==> src/rtl/lut_cell_pkg.sv <==
// Package: shared sizes and configuration layout for the logic cell.
// Assumes exactly two flip-flops and one 3-input merge table.
package lut_cell_pkg;
    localparam int unsigned BIG_K      = 4;
    localparam int unsigned SMALL_K    = 3;
    localparam int unsigned BIG_BITS   = 1 << BIG_K;
    localparam int unsigned SMALL_BITS = 1 << SMALL_K;
    localparam int unsigned DSEL_W     = 2;
    localparam int unsigned NUM_FF     = 2;
    localparam int unsigned OPT_BITS   = 4 + NUM_FF * (DSEL_W + 1);
    localparam int unsigned CFG_BITS   = 2 * BIG_BITS + SMALL_BITS + OPT_BITS;

    // Flip-flop data source codes.
    typedef enum logic [DSEL_W-1:0] {
        DSRC_F      = 2'b00,
        DSRC_G      = 2'b01,
        DSRC_H      = 2'b10,
        DSRC_DIRECT = 2'b11
    } dsrc_e;

    typedef struct packed {
        dsrc_e dsrc;
        logic  init;
    } ff_opt_t;

    // First member is the most significant; the first bit shifted in ends at the top.
    typedef struct packed {
        logic [BIG_BITS-1:0]   f_tab;
        logic [BIG_BITS-1:0]   g_tab;
        logic [SMALL_BITS-1:0] h_tab;
        logic                  ha_direct;
        logic                  hb_direct;
        logic                  x_use_h;
        logic                  y_use_h;
        ff_opt_t               ff_x;
        ff_opt_t               ff_y;
    } cell_cfg_t;
endpackage

==> src/rtl/lut_cell_cfg.sv <==
// Module: serial configuration register of the cell.
// Shifts one bit per clock while enabled, MSB first; holds otherwise.
// Assumes the reset is synchronous and active low.
module lut_cell_cfg
    import lut_cell_pkg::*;
(
    input  logic      clk,
    input  logic      rst_n,
    input  logic      cfg_en,
    input  logic      cfg_bit,
    output cell_cfg_t cfg
);
    logic [CFG_BITS-1:0] shift_q;

    // Purpose: clear on reset, shift in a configuration bit when enabled.
    always_ff @(posedge clk) begin
        if (!rst_n) begin
            shift_q <= '0;
        end else if (cfg_en) begin
            shift_q <= {shift_q[CFG_BITS-2:0], cfg_bit};
        end
    end

    assign cfg = cell_cfg_t'(shift_q);
endmodule

==> src/rtl/lut_cell_table.sv <==
// Module: K-input lookup table built as a binary mux tree.
// The delay is the same for every stored function. Assumes K >= 1.
module lut_cell_table #(
    parameter int unsigned K = 4
) (
    input  logic [(1<<K)-1:0] tab,
    input  logic [K-1:0]      addr,
    output logic              bit_out
);
    localparam int unsigned ENTRIES = 1 << K;

    // level[l] holds the candidates left after resolving address bits below l.
    logic [ENTRIES-1:0] level [K+1];

    assign level[0] = tab;

    for (genvar l = 0; l < K; l++) begin : g_stage
        localparam int unsigned NOUT = ENTRIES >> (l + 1);
        for (genvar n = 0; n < NOUT; n++) begin : g_node
            assign level[l+1][n] = addr[l] ? level[l][2*n+1] : level[l][2*n];
        end
        if (NOUT < ENTRIES) begin : g_pad
            assign level[l+1][ENTRIES-1:NOUT] = '0;
        end
    end

    assign bit_out = level[K][0];
endmodule

==> src/rtl/lut_cell_ff.sv <==
// Module: one cell flip-flop with configured source, clock enable and init load.
// Priority: reset (to 0), then configuration hold or set/clear (to init), then enable.
module lut_cell_ff
    import lut_cell_pkg::*;
(
    input  logic    clk,
    input  logic    rst_n,
    input  logic    cfg_hold,
    input  logic    sr,
    input  logic    ce,
    input  logic    f_res,
    input  logic    g_res,
    input  logic    h_res,
    input  logic    din,
    input  ff_opt_t opt,
    output logic    q
);
    logic d;

    // Purpose: pick the data source named by the configuration.
    always_comb begin
        unique case (opt.dsrc)
            DSRC_F:      d = f_res;
            DSRC_G:      d = g_res;
            DSRC_H:      d = h_res;
            DSRC_DIRECT: d = din;
            default:     d = 1'b0;
        endcase
    end

    // Purpose: state update with fixed priority.
    always_ff @(posedge clk) begin
        if (!rst_n) begin
            q <= 1'b0;
        end else if (cfg_hold || sr) begin
            q <= opt.init;
        end else if (ce) begin
            q <= d;
        end
    end
endmodule

==> src/rtl/lut_cell.sv <==
// Module: top of the configurable logic cell.
// F and G tables feed an H merge table, two views and two flip-flops.
// Assumes the configuration is loaded before the outputs are used.
module lut_cell
    import lut_cell_pkg::*;
(
    input  logic               clk,
    input  logic               rst_n,
    input  logic               cfg_en,
    input  logic               cfg_bit,
    input  logic [BIG_K-1:0]   f_in,
    input  logic [BIG_K-1:0]   g_in,
    input  logic               h_dir,
    input  logic               h_alt_a,
    input  logic               h_alt_b,
    input  logic               x_din,
    input  logic               y_din,
    input  logic               x_ce,
    input  logic               y_ce,
    input  logic               ff_sr,
    output logic               x_out,
    output logic               y_out,
    output logic               xq,
    output logic               yq
);
    cell_cfg_t          cfg;
    logic               f_res;
    logic               g_res;
    logic               h_res;
    logic [SMALL_K-1:0] h_addr;
    logic [NUM_FF-1:0]  ce_v;
    logic [NUM_FF-1:0]  din_v;
    logic [NUM_FF-1:0]  q_v;
    ff_opt_t            opt_v [NUM_FF];

    lut_cell_cfg u_cfg (
        .clk     (clk),
        .rst_n   (rst_n),
        .cfg_en  (cfg_en),
        .cfg_bit (cfg_bit),
        .cfg     (cfg)
    );

    lut_cell_table #(.K(BIG_K)) u_f_tab (
        .tab     (cfg.f_tab),
        .addr    (f_in),
        .bit_out (f_res)
    );

    lut_cell_table #(.K(BIG_K)) u_g_tab (
        .tab     (cfg.g_tab),
        .addr    (g_in),
        .bit_out (g_res)
    );

    // Purpose: steer the two selectable H address bits; bit 0 is always direct.
    always_comb begin
        h_addr[0] = h_dir;
        h_addr[1] = cfg.ha_direct ? h_alt_a : f_res;
        h_addr[2] = cfg.hb_direct ? h_alt_b : g_res;
    end

    lut_cell_table #(.K(SMALL_K)) u_h_tab (
        .tab     (cfg.h_tab),
        .addr    (h_addr),
        .bit_out (h_res)
    );

    // Purpose: combinational views of the table results.
    always_comb begin
        x_out = cfg.x_use_h ? h_res : f_res;
        y_out = cfg.y_use_h ? h_res : g_res;
    end

    assign ce_v     = {y_ce, x_ce};
    assign din_v    = {y_din, x_din};
    assign opt_v[0] = cfg.ff_x;
    assign opt_v[1] = cfg.ff_y;

    for (genvar i = 0; i < NUM_FF; i++) begin : g_ff
        lut_cell_ff u_ff (
            .clk      (clk),
            .rst_n    (rst_n),
            .cfg_hold (cfg_en),
            .sr       (ff_sr),
            .ce       (ce_v[i]),
            .f_res    (f_res),
            .g_res    (g_res),
            .h_res    (h_res),
            .din      (din_v[i]),
            .opt      (opt_v[i]),
            .q        (q_v[i])
        );
    end

    assign xq = q_v[0];
    assign yq = q_v[1];
endmodule

==> config.mk <==
export PLATFORM = sky130hd
export DESIGN_NAME = lut_cell
export DESIGN_NICKNAME = d
export VERILOG_FILES = /design/src/rtl/lut_cell_pkg.sv /design/src/rtl/lut_cell_cfg.sv /design/src/rtl/lut_cell_table.sv /design/src/rtl/lut_cell_ff.sv /design/src/rtl/lut_cell.sv
export SDC_FILE = /design/constraint.sdc
export NUM_CORES = 1
export LEC_CHECK = 0
export ABC_CLOCK_PERIOD_IN_PS = 3500
export BUFFER_PORTS_ARGS = -buffer_cell sky130_fd_sc_hd__buf_2
export CORE_MARGIN = 4
export CORE_UTILIZATION = 30
export DETAILED_ROUTE_END_ITERATION = 12
export PLACE_DENSITY = 0.52
export SYNTH_ARGS = -nofsm -noshare
export SYNTH_HDL_FRONTEND = slang
export SYNTH_HIERARCHICAL = 1
export SYNTH_SLANG_ARGS = --single-unit
==> constraint.sdc <==
create_clock -name clk -period 3.5 [get_ports clk]
set_input_delay 0.525 -clock clk [delete_from_list [all_inputs] [get_ports clk]]
set_output_delay 0.525 -clock clk [all_outputs]
set_load 0.02 [all_outputs]
==> metrics, run 1 <==
CP top delay family multiplexers; number of core rows 32; PortBufs 23; CP bufs+invs 2; Mapped Cells 202; Worst Skew 0.00816 ns; Initial Util 0.315; Synth Cell Area 2480 um^2; Clock Pin Slew Worst Setup and Hold Paths 0.09 ns; final slew viol count 0; Num Clock Sinks 52; slowest stage delay, CP 0.56 ns; crit path capture type output pin; DR iter-0 viols 48; total power 0.00103 W; Max Freq 303 MHz; WL/cell 13.2 um; Worst Setup Start Kind input port; placed cells 318; Initial DRT Pass Iterations 4; Critical Path Fanout Max 4; vias in the first global route 1463; layout net count 243; Synth top area share 0.419; most frequent cells in the layout mux2i_1, dfxtp_1, nor2b_1, buf_2, mux4_1; drt via density 4.60; antenna cells 0; endpoints failing setup 0; WL final 4290 um; hpwl dp 2870 um; Congestion Overflow GR 0; H-tree levels 2; Die Width 99.0 um; Combinational Power Share 0.069; LEAKAGE 1.15 nW; peak supply drop 0.000171 V; Non-Filler Instances 325; Final Hold Viols 0; net load switching power 0.000223 W; worst slack, placed 0.108 ns; Syn Nets 222; register area share after synthesis 0.419; gp weighted congestion 0.715; CP required 2.97 ns; via count 1495; TNS Setup 0 ns; post-synth top area cell dfxtp_1; met3 GRT Util 0.0276; syn avg cell area 12.3 um^2; initial antenna violation count 0; Worst path slowest cell mux4_1; drc violations 0; slew margin rel. 0.301; synth unique cells 17; fill count 812; Top Ports 24; DIE HEIGHT 99.0 um; sw frac 0.216; Synth Register Bits 52; global-route wire length before repair 7290 um; status finished clean; met2 usage in global routing 0.134; gr usage total 0.0936; Clk network pwr share 0.353; setup ws final 0.199 ns; P_int 0.000805 W; TritonCTS clock tree built; RSZ-0062 raised after global routing no; Clock Root Buffer clkbuf_8; fraction of power consumed by sequential logic 0.578; worst skew pair latency 0.30 ns; CTS max path bufs 2; Slew @ Worst Pin 1.05 ns; crit path cell chain buf_2 > mux4_1 > mux2i_1 > mux2i_1 > mux2_4 > mux4_1 > mux2_4 > mux2_1 > buf_2; Antenna Nets Post-Route 0; worst hold margin 0.474 ns; post-CTS setup buffer count 0; largest cells by area after synthesis dfxtp_1, mux2i_1, nor2b_1; Worst Hold Class in -> reg; Max Cap Viol 0; most common cell after layout, fill and taps aside mux2i_1; fin crit share 0.943; yosys warns 6; Syn-to-layout area delta 10.2%; power per cell area 375 nW/um^2; crit path time final 3.30 ns; pin count of the biggest net entering global routing 53; met1 GRT Util 0.128; critical path class in -> out; share of cells above drive strength 1 0.179; grt peak-use layer met2; core area 7890 um^2; TritonCTS Buffers 5; die footprint 9800 um^2; Worst Path Arrival 2.78 ns
-- Yosys cell counts, drive strengths merged --
master  count
mux2i      58
dfxtp      52
nor2b      50
mux4       10
mux2        7
buf         6
clkbuf      5
a31oi       2
a41o        2
inv         2
nor2        2
o211ai      2
o21ai       2
or4b        2
-- sequential cells by signal (all words and copies together) (netlist names) --
signal	flops
u_cfg/cfg	50
g_ff.u_ff/q	2
-- per-layer routing --
| layer | share of wire | vias up |
|---|---|---|
| li1 | - | 767 |
| met1 | 0.50 | 704 |
| met2 | 0.44 | 16 |
| met3 | 0.038 | 8 |
| met4 | 0.022 | 0 |
| met5 | 0 | - |
-- power groups by stage --
stage | combinational (W) | sequential, W | clock [W]
after floorplan | 0.0000543 | 0.000609 | 0
after detailed placement | 0.0000714 | 0.000608 | 0
after global placement | 0.0000718 | 0.000608 | 0
final | 0.0000706 | 0.000594 | 0.000363
after CTS | 0.0000715 | 0.000595 | 0.000382
after global routing | 0.0000761 | 0.000595 | 0.000411
-- cell type report --
cell class	count	area, um^2	share of cell area
Clock buffer	7	96.3	0.0352
Timing Repair Buffer	25	130	0.0475
Multi-Input combinational cell	137	1340	0.488
Sequential cell	52	1040	0.380
Tap cell	102	128	0.0466
Inverter	2	7.51	0.00274
-- path summary, 6_finish.rpt --
check,start,endpoint,slack [ns],cells after the start
setup / recovery,g_in[0],x_out,0.20,9
hold / removal,cfg_bit,u_cfg/cfg[0],0.47,3
setup reg to reg,u_cfg/cfg[27],g_ff[0].u_ff/q,1.09,9
hold reg to reg,u_cfg/cfg[49],u_cfg/cfg[49],0.52,2
-- worst min-delay path, stage by stage --
cell,delay (ns)
buf_2,0.08
mux2i_1,0.05
nor2b_1,0.09
-- cells by family (layout without fill, tap and decap cells) --
group	count (synthesis)	count (layout)	synth area share
flops	52	52	0.419
compound gates	8	8	0.0232
mux	75	75	0.373
simple gates	54	54	0.140
buf+inv	13	34	0.0453
-- stage by stage --
stage,util,area [um^2]
after floorplan,-,2480
after global placement,0.334,2640
after detailed placement,0.334,2640
after CTS,0.347,2730
after global routing,0.347,2740
final,0.347,2740
-- what timing repair did --
action	in CTS	in global routing
hold buffers	0	0
hold endpoints to repair	0	0
setup endpoints to repair	0	1
resized for setup	0	3
(Power assumes the default switching activity.)
==> inputs of run 2 (changes only) <==
ABC_AREA = 1   (was default)
==> run 2 against run 1 <==
Via count up 71%. Critical path depth up 9. Final cell count up 98%. Fmax up 27%. Global-route usage up 0.87 points. Critical path type unchanged. Largest power group unchanged.
==> metrics, run 2 <==
post-synth top area cell dfxtp_1; Synth Register Bits 52 (unchanged); vias in the first global route 2313 (+58%); TritonCTS Buffers 5 (unchanged); Non-Filler Instances 645 (+98%); initial antenna violation count 0 (unchanged); fill count 1109 (+37%); fin util 0.338 (-0.00876); Max Cap Viol 0 (unchanged); CP bufs+invs 4 (+2); Syn-to-layout area delta 7.78%; critical path class in -> out; Initial DRT Pass Iterations 4 (unchanged); crit path cell chain buf_2 > inv_8 > nand2_2 > nand2_1 > nand2_1 > nand3_1 > nand3_1 > nand2_1 > nand2_1 > nand2_1 > inv_1 > nand3_1 > nand2_1 > nand2_1 > nand2_1 > nand2_1 > nand2_1 > buf_2; slowest stage delay, CP 0.23 ns (-0.33 ns); via count 2552 (+71%); drt via density 3.96 (-14%); Synth top area share 0.354 (-0.0650); Slew @ Worst Pin 0.970 ns (-0.0780 ns); Num Clock Sinks 52 (unchanged); worst slack, placed 0.872 ns (+0.764 ns); Congestion Overflow GR 0 (unchanged); post-CTS setup buffer count 0 (unchanged); Most common cell on crit path nand2_1; setup ws final 0.897 ns (+0.699 ns); hold buffers post-CTS 0 (unchanged); Final Hold Viols 0 (unchanged); yosys warns 6 (unchanged); TNS Setup 0 ns (unchanged); Clock Pin Slew Worst Setup and Hold Paths 0.09 ns (about the same); WL final 5570 um (+30%); Clock Root Buffer clkbuf_8; Worst Setup Start Kind input port; Area after DPL 3080 um^2 (+17%); CP required 2.97 ns (about the same); Antenna Nets Post-Route 0 (unchanged); Synth Cell Area 2940 um^2 (+18%); synth unique cells 15 (-2); Post-synth EDFFs 0 (unchanged); largest cells by area after synthesis dfxtp_1, nand2_1, nor2_1; CP top delay family simple AND/OR/NAND/NOR gates; RSZ-0062 raised after global routing no; peak supply drop 0.000171 V (-0.25%); Max Freq 384 MHz (+27%); crit path time final 2.60 ns (-0.699 ns); hpwl dp 3770 um (+32%); max reg flops 50 (unchanged); CTS max path bufs 2 (unchanged); antenna cells 0 (unchanged); H-tree levels 2 (unchanged); ys flop type dfxtp_1; Critical Path Fanout Max 9 (+5); met1 WL 2880 um (+34%); register area share after synthesis 0.354 (-0.0650); global-route wire length before repair 9880 um (+35%); Synth async-reset ratio 0 (unchanged); TritonCTS clock tree built; syn avg cell area 5.85 um^2 (-52%); placed cells 637 (+100%); fin crit share 0.744 (-0.200); multi-input logic area 1320 um^2 (-1.5%); Routed met3 length 145 um (-9.9%); most frequent cells in the layout nand2_1, nor2_1, inv_1, dfxtp_1, nand3_1; top-count cell post-synth nand2_1; layout net count 535 (+120%); Post-CTS Resized 0 (unchanged); Worst Hold Class reg -> reg; DIE HEIGHT 107 um (+8.1%); Worst Path Arrival 2.08 ns (-0.70 ns); Mapped Cells 503 (+150%); DR iter-0 viols 84 (+75%); Reg area 1040 um^2 (unchanged); status finished clean; core area 9370 um^2 (+19%); top cells by count, synth nand2_1, nor2_1, inv_1; number of core rows 35 (+9.4%); Initial Util 0.314 (-0.00115); Top Ports 24 (unchanged); LEAKAGE 1.66 nW (+44%); worst skew pair latency 0.30 ns (about the same); gr usage total 0.102 (+0.00875); drc violations 0 (unchanged); most common cell after layout, fill and taps aside nand2_1; WL/cell 8.64 um (-35%); endpoints failing setup 0 (unchanged); Syn Nets 523 (+140%); die footprint 11500 um^2 (+17%); Die Width 107 um (+8.1%); share of cells above drive strength 1 0.118 (-0.0612); fin area 3170 um^2 (+16%); slew margin rel. 0.353 (+0.0520); DR top layer met4; PortBufs 23 (unchanged); final slew viol count 0 (unchanged); Worst path slowest cell buf_2; power per cell area 393 nW/um^2 (+4.7%); met2 routed WL 2480 um (+32%); Worst Skew 0.00892 ns (+0.000764 ns); pin count of the biggest net entering global routing 54 (+1.9%); gp weighted congestion 0.785 (+9.8%); crit path capture type output pin
-- run 2: area by class of cell --
class                      count  share of cell area
clock buffer                   7              0.0272
tap                          129              0.0509
multi-input combinational    323               0.415
timing repair buffer          24              0.0426
clock inverter                 1             0.00237
inverter                     109               0.134
sequential                    52               0.328
-- run 2: worst min-delay path, stage by stage, from the launching register on --
cell and delay (ns):
dfxtp_1 0.32, nor2_1 0.08, nor2_1 0.05
-- run 2: routing by layer --
layer	up-vias	track usage
met5	-	0
met1	1080	0.131
met4	0	0.0329
met2	17	0.171
li1	1451	-
met3	4	0.0229
-- run 2: final timing paths --
| kind | cells past startpoint | start | end | slack (ns) |
|---|---|---|---|---|
| min | 2 | u_cfg/cfg[49] | u_cfg/cfg[49] | 0.47 |
| min reg2reg | 2 | u_cfg/cfg[49] | u_cfg/cfg[49] | 0.47 |
| max | 18 | f_in[0] | x_out | 0.90 |
| max reg2reg | 17 | u_cfg/cfg[35] | g_ff[1].u_ff/q | 1.73 |
-- run 2: per-stage QoR --
stage	power [W]	hold WS, ns
2_1_floorplan	0.000858	0.449
3_3_place_gp	0.000898	0.465
3_5_place_dp	0.000903	0.465
4_1_cts	0.00127	0.479
5_1_grt	0.00133	0.515
6_report	0.00125	0.475
-- run 2: logic make-up (layout without fill, tap and decap cells) --
family	count (synthesis)	count (layout)	synth area share
AND/OR/NAND/NOR	319	319	0.436
buffers and inverters	128	141	0.199
flip-flops	52	52	0.354
AO/OA/AOI/OAI	4	4	0.0111
-- run 2: power breakdown --
part	total (W)	switching (W)	internal (W)
clock	0.000361	0.000200	0.000161
sequential	0.000660	0.0000303	0.000630
combinational	0.000225	0.000141	0.0000845
==> inputs of run 3 (changes only) <==
ABC_CLOCK_PERIOD_IN_PS = 2350   (was 3500)
PLACE_DENSITY = 0.53   (was 0.52)
clock period = 2.35 ns   (was 3.5 ns; I/O delays follow)
==> run 3 against run 2 <==
Hold slack lost 0.14 ns. Sequential power rose by 49%. Final cell count rose by 0.62%. Flip-flop and latch count unchanged. Wire length rose by 0.11%. First-iteration DRC count is 99% higher. Via count rose by 0.51%. Clock skew is 0.0053 ns lower. Sequential share of layout area fell by 0.60 points. Worst setup slack lost 0.69 ns. Clock power is 79% higher. Register-to-register slack worse by 1.1 ns. Critical endpoint is now y_out.
==> metrics, run 3 (synthesis gave the netlist of run 2 again) <==
gr usage total 0.102 (-0.000809); hold buffers post-CTS 0 (unchanged); Most common cell on crit path nand2_1; Antenna Nets Post-Route 0 (unchanged); peak supply drop 0.000339 V (+99%); core area 9370 um^2 (unchanged); fill count 1072 (-3.3%); met1 GRT Util 0.133 (+0.00201); Non-Filler Instances 649 (+0.62%); drt via density 3.95 (-0.11%); Clock Pin Slew Worst Setup and Hold Paths 0.09 ns (about the same); crit path time final 2.14 ns; Initial Util 0.314 (unchanged); die footprint 11500 um^2 (unchanged); Final Hold Viols 0 (unchanged); WL/cell 8.59 um (-0.51%); TritonCTS clock tree built; final slew viol count 0 (unchanged); status finished clean; pin count of the biggest net entering global routing 105 (+94%); DR iter-0 viols 167 (+99%); TNS Setup 0 ns (unchanged); Worst Skew 0.00366 ns (-0.00526 ns); slowest stage delay, CP 0.37 ns (+0.14 ns); crit path cell chain inv_1 > nand2_2 > nand3_1 > nand3_1 > nand3_1 > nand2_2 > nand2_1 > nand2_2 > inv_2 > nand3_1 > nand2_1 > nand2_1 > nand2_2 > nand2_1 > nand2_1 > buf_4; most frequent cells in the layout nand2_1, nor2_1, inv_1, dfxtp_1, nand3_1; hpwl dp 3830 um (+1.6%); endpoints failing setup 0 (unchanged); gp weighted congestion 0.784 (-0.19%); Syn-to-layout area delta 10.7%; Reg2Reg Depth 18 (+1); placed cells 639 (+0.31%); Worst Path Arrival 1.79 ns (-0.29 ns); DIE HEIGHT 107 um (unchanged); Die Width 107 um (unchanged); share of cells above drive strength 1 0.152 (+0.0337); slew margin rel. 0.637 (+0.284); Max Cap Viol 0 (unchanged); grt peak-use layer met2; Congestion Overflow GR 0 (unchanged); Critical Path Fanout Max 4 (-5); Worst path slowest cell dfxtp_1; power per cell area 610 nW/um^2 (+55%); Reg area 1050 um^2 (+0.84%); RSZ-0062 raised after global routing no; Worst Hold Class in -> reg; Worst Setup Start Kind register; Initial DRT Pass Iterations 4 (unchanged); max reg flops 50 (unchanged); CTS max path bufs 2 (unchanged); antenna cells 0 (unchanged); fin crit share 0.911; Num Clock Sinks 52 (unchanged); TritonCTS Buffers 5 (unchanged); total power 0.00199 W (+59%); WL final 5580 um (+0.11%); worst skew pair latency 0.30 ns (about the same); hold depth 5 (+3); met3 GRT Util 0.0295 (+0.00662); Max Freq 467 MHz; CP required 2.00 ns (-0.97 ns); layout net count 539 (+0.75%); H-tree levels 2 (unchanged); Clock Root Buffer clkbuf_8; crit path capture type output pin; via count 2565 (+0.51%); vias in the first global route 2303 (-0.43%); most common cell after layout, fill and taps aside nand2_1; LEAKAGE 1.70 nW (+2.4%); drc violations 0 (unchanged); reg2reg setup slack 0.60 ns (-1.13 ns); global-route wire length before repair 9790 um (-0.90%); multi-input logic area 1330 um^2 (+1.1%); Top Ports 24 (unchanged); critical path class reg -> out; Slew @ Worst Pin 0.544 ns (-0.426 ns); PortBufs 23 (unchanged); worst hold margin 0.335 ns (-0.140 ns); fin util 0.348 (+0.00921); number of core rows 35 (unchanged); met2 usage in global routing 0.166 (-0.00492); initial antenna violation count 0 (unchanged)
run 3: cell types whose count changed in the layout (fill, tap and decap cells not counted), sizes merged:
cell,before,now
buf,24,28
bufinv,0,1
clkbuf,7,6
clkinv,0,1
clkinvlp,1,0
run 3: critical path: cells and delay by family (launching register included):
family | cells | cell delay (ns)
buffers and inverters | 3 | 0.26
flip-flops | 1 | 0.37
AND/OR/NAND/NOR | 13 | 0.86
run 3: routing by layer:
metal / up-vias / part of all wire
li1: 1458 / -
met1: 1087 / 0.52
met2: 18 / 0.45
met3: 2 / 0.031
met4: 0 / 0.0045
met5: - / 0
run 3: cell type report:
| class | instances | share of cell area |
|---|---|---|
| multi-input cells | 323 | 0.408 |
| clock buffers | 6 | 0.0254 |
| well taps | 129 | 0.0496 |
| flip-flops and latches | 52 | 0.322 |
| clock inverters | 2 | 0.0119 |
| inverters | 109 | 0.130 |
| repair buffers | 28 | 0.0522 |
run 3: timing repair:
action,in CTS,in global routing
endpoints found under the setup margin,0,2
gates resized for setup,0,15
buffers inserted,0,2
run 3: path summary, 6_finish.rpt:
kind                 start             end
max          u_cfg/cfg[34]           y_out
min                cfg_bit    u_cfg/cfg[0]
max reg2reg  u_cfg/cfg[34]  g_ff[1].u_ff/q
min reg2reg  u_cfg/cfg[49]   u_cfg/cfg[49]
run 3: per-stage QoR:
step | worst slack (ns) | area (um^2)
4_1_cts | 0.0964 | 3210
3_3_place_gp | 0.220 | 3090
6_report | 0.210 | 3260
5_1_grt | 0.00324 | 3260
2_1_floorplan | 0.473 | 2940
3_5_place_dp | 0.176 | 3090
run 3: power breakdown:
part	total, W	switching, W	internal [W]
registers	0.000985	0.0000453	0.000940
clock network	0.000646	0.000297	0.000349
logic	0.000357	0.000215	0.000142
total	0.00199	0.000558	0.00143
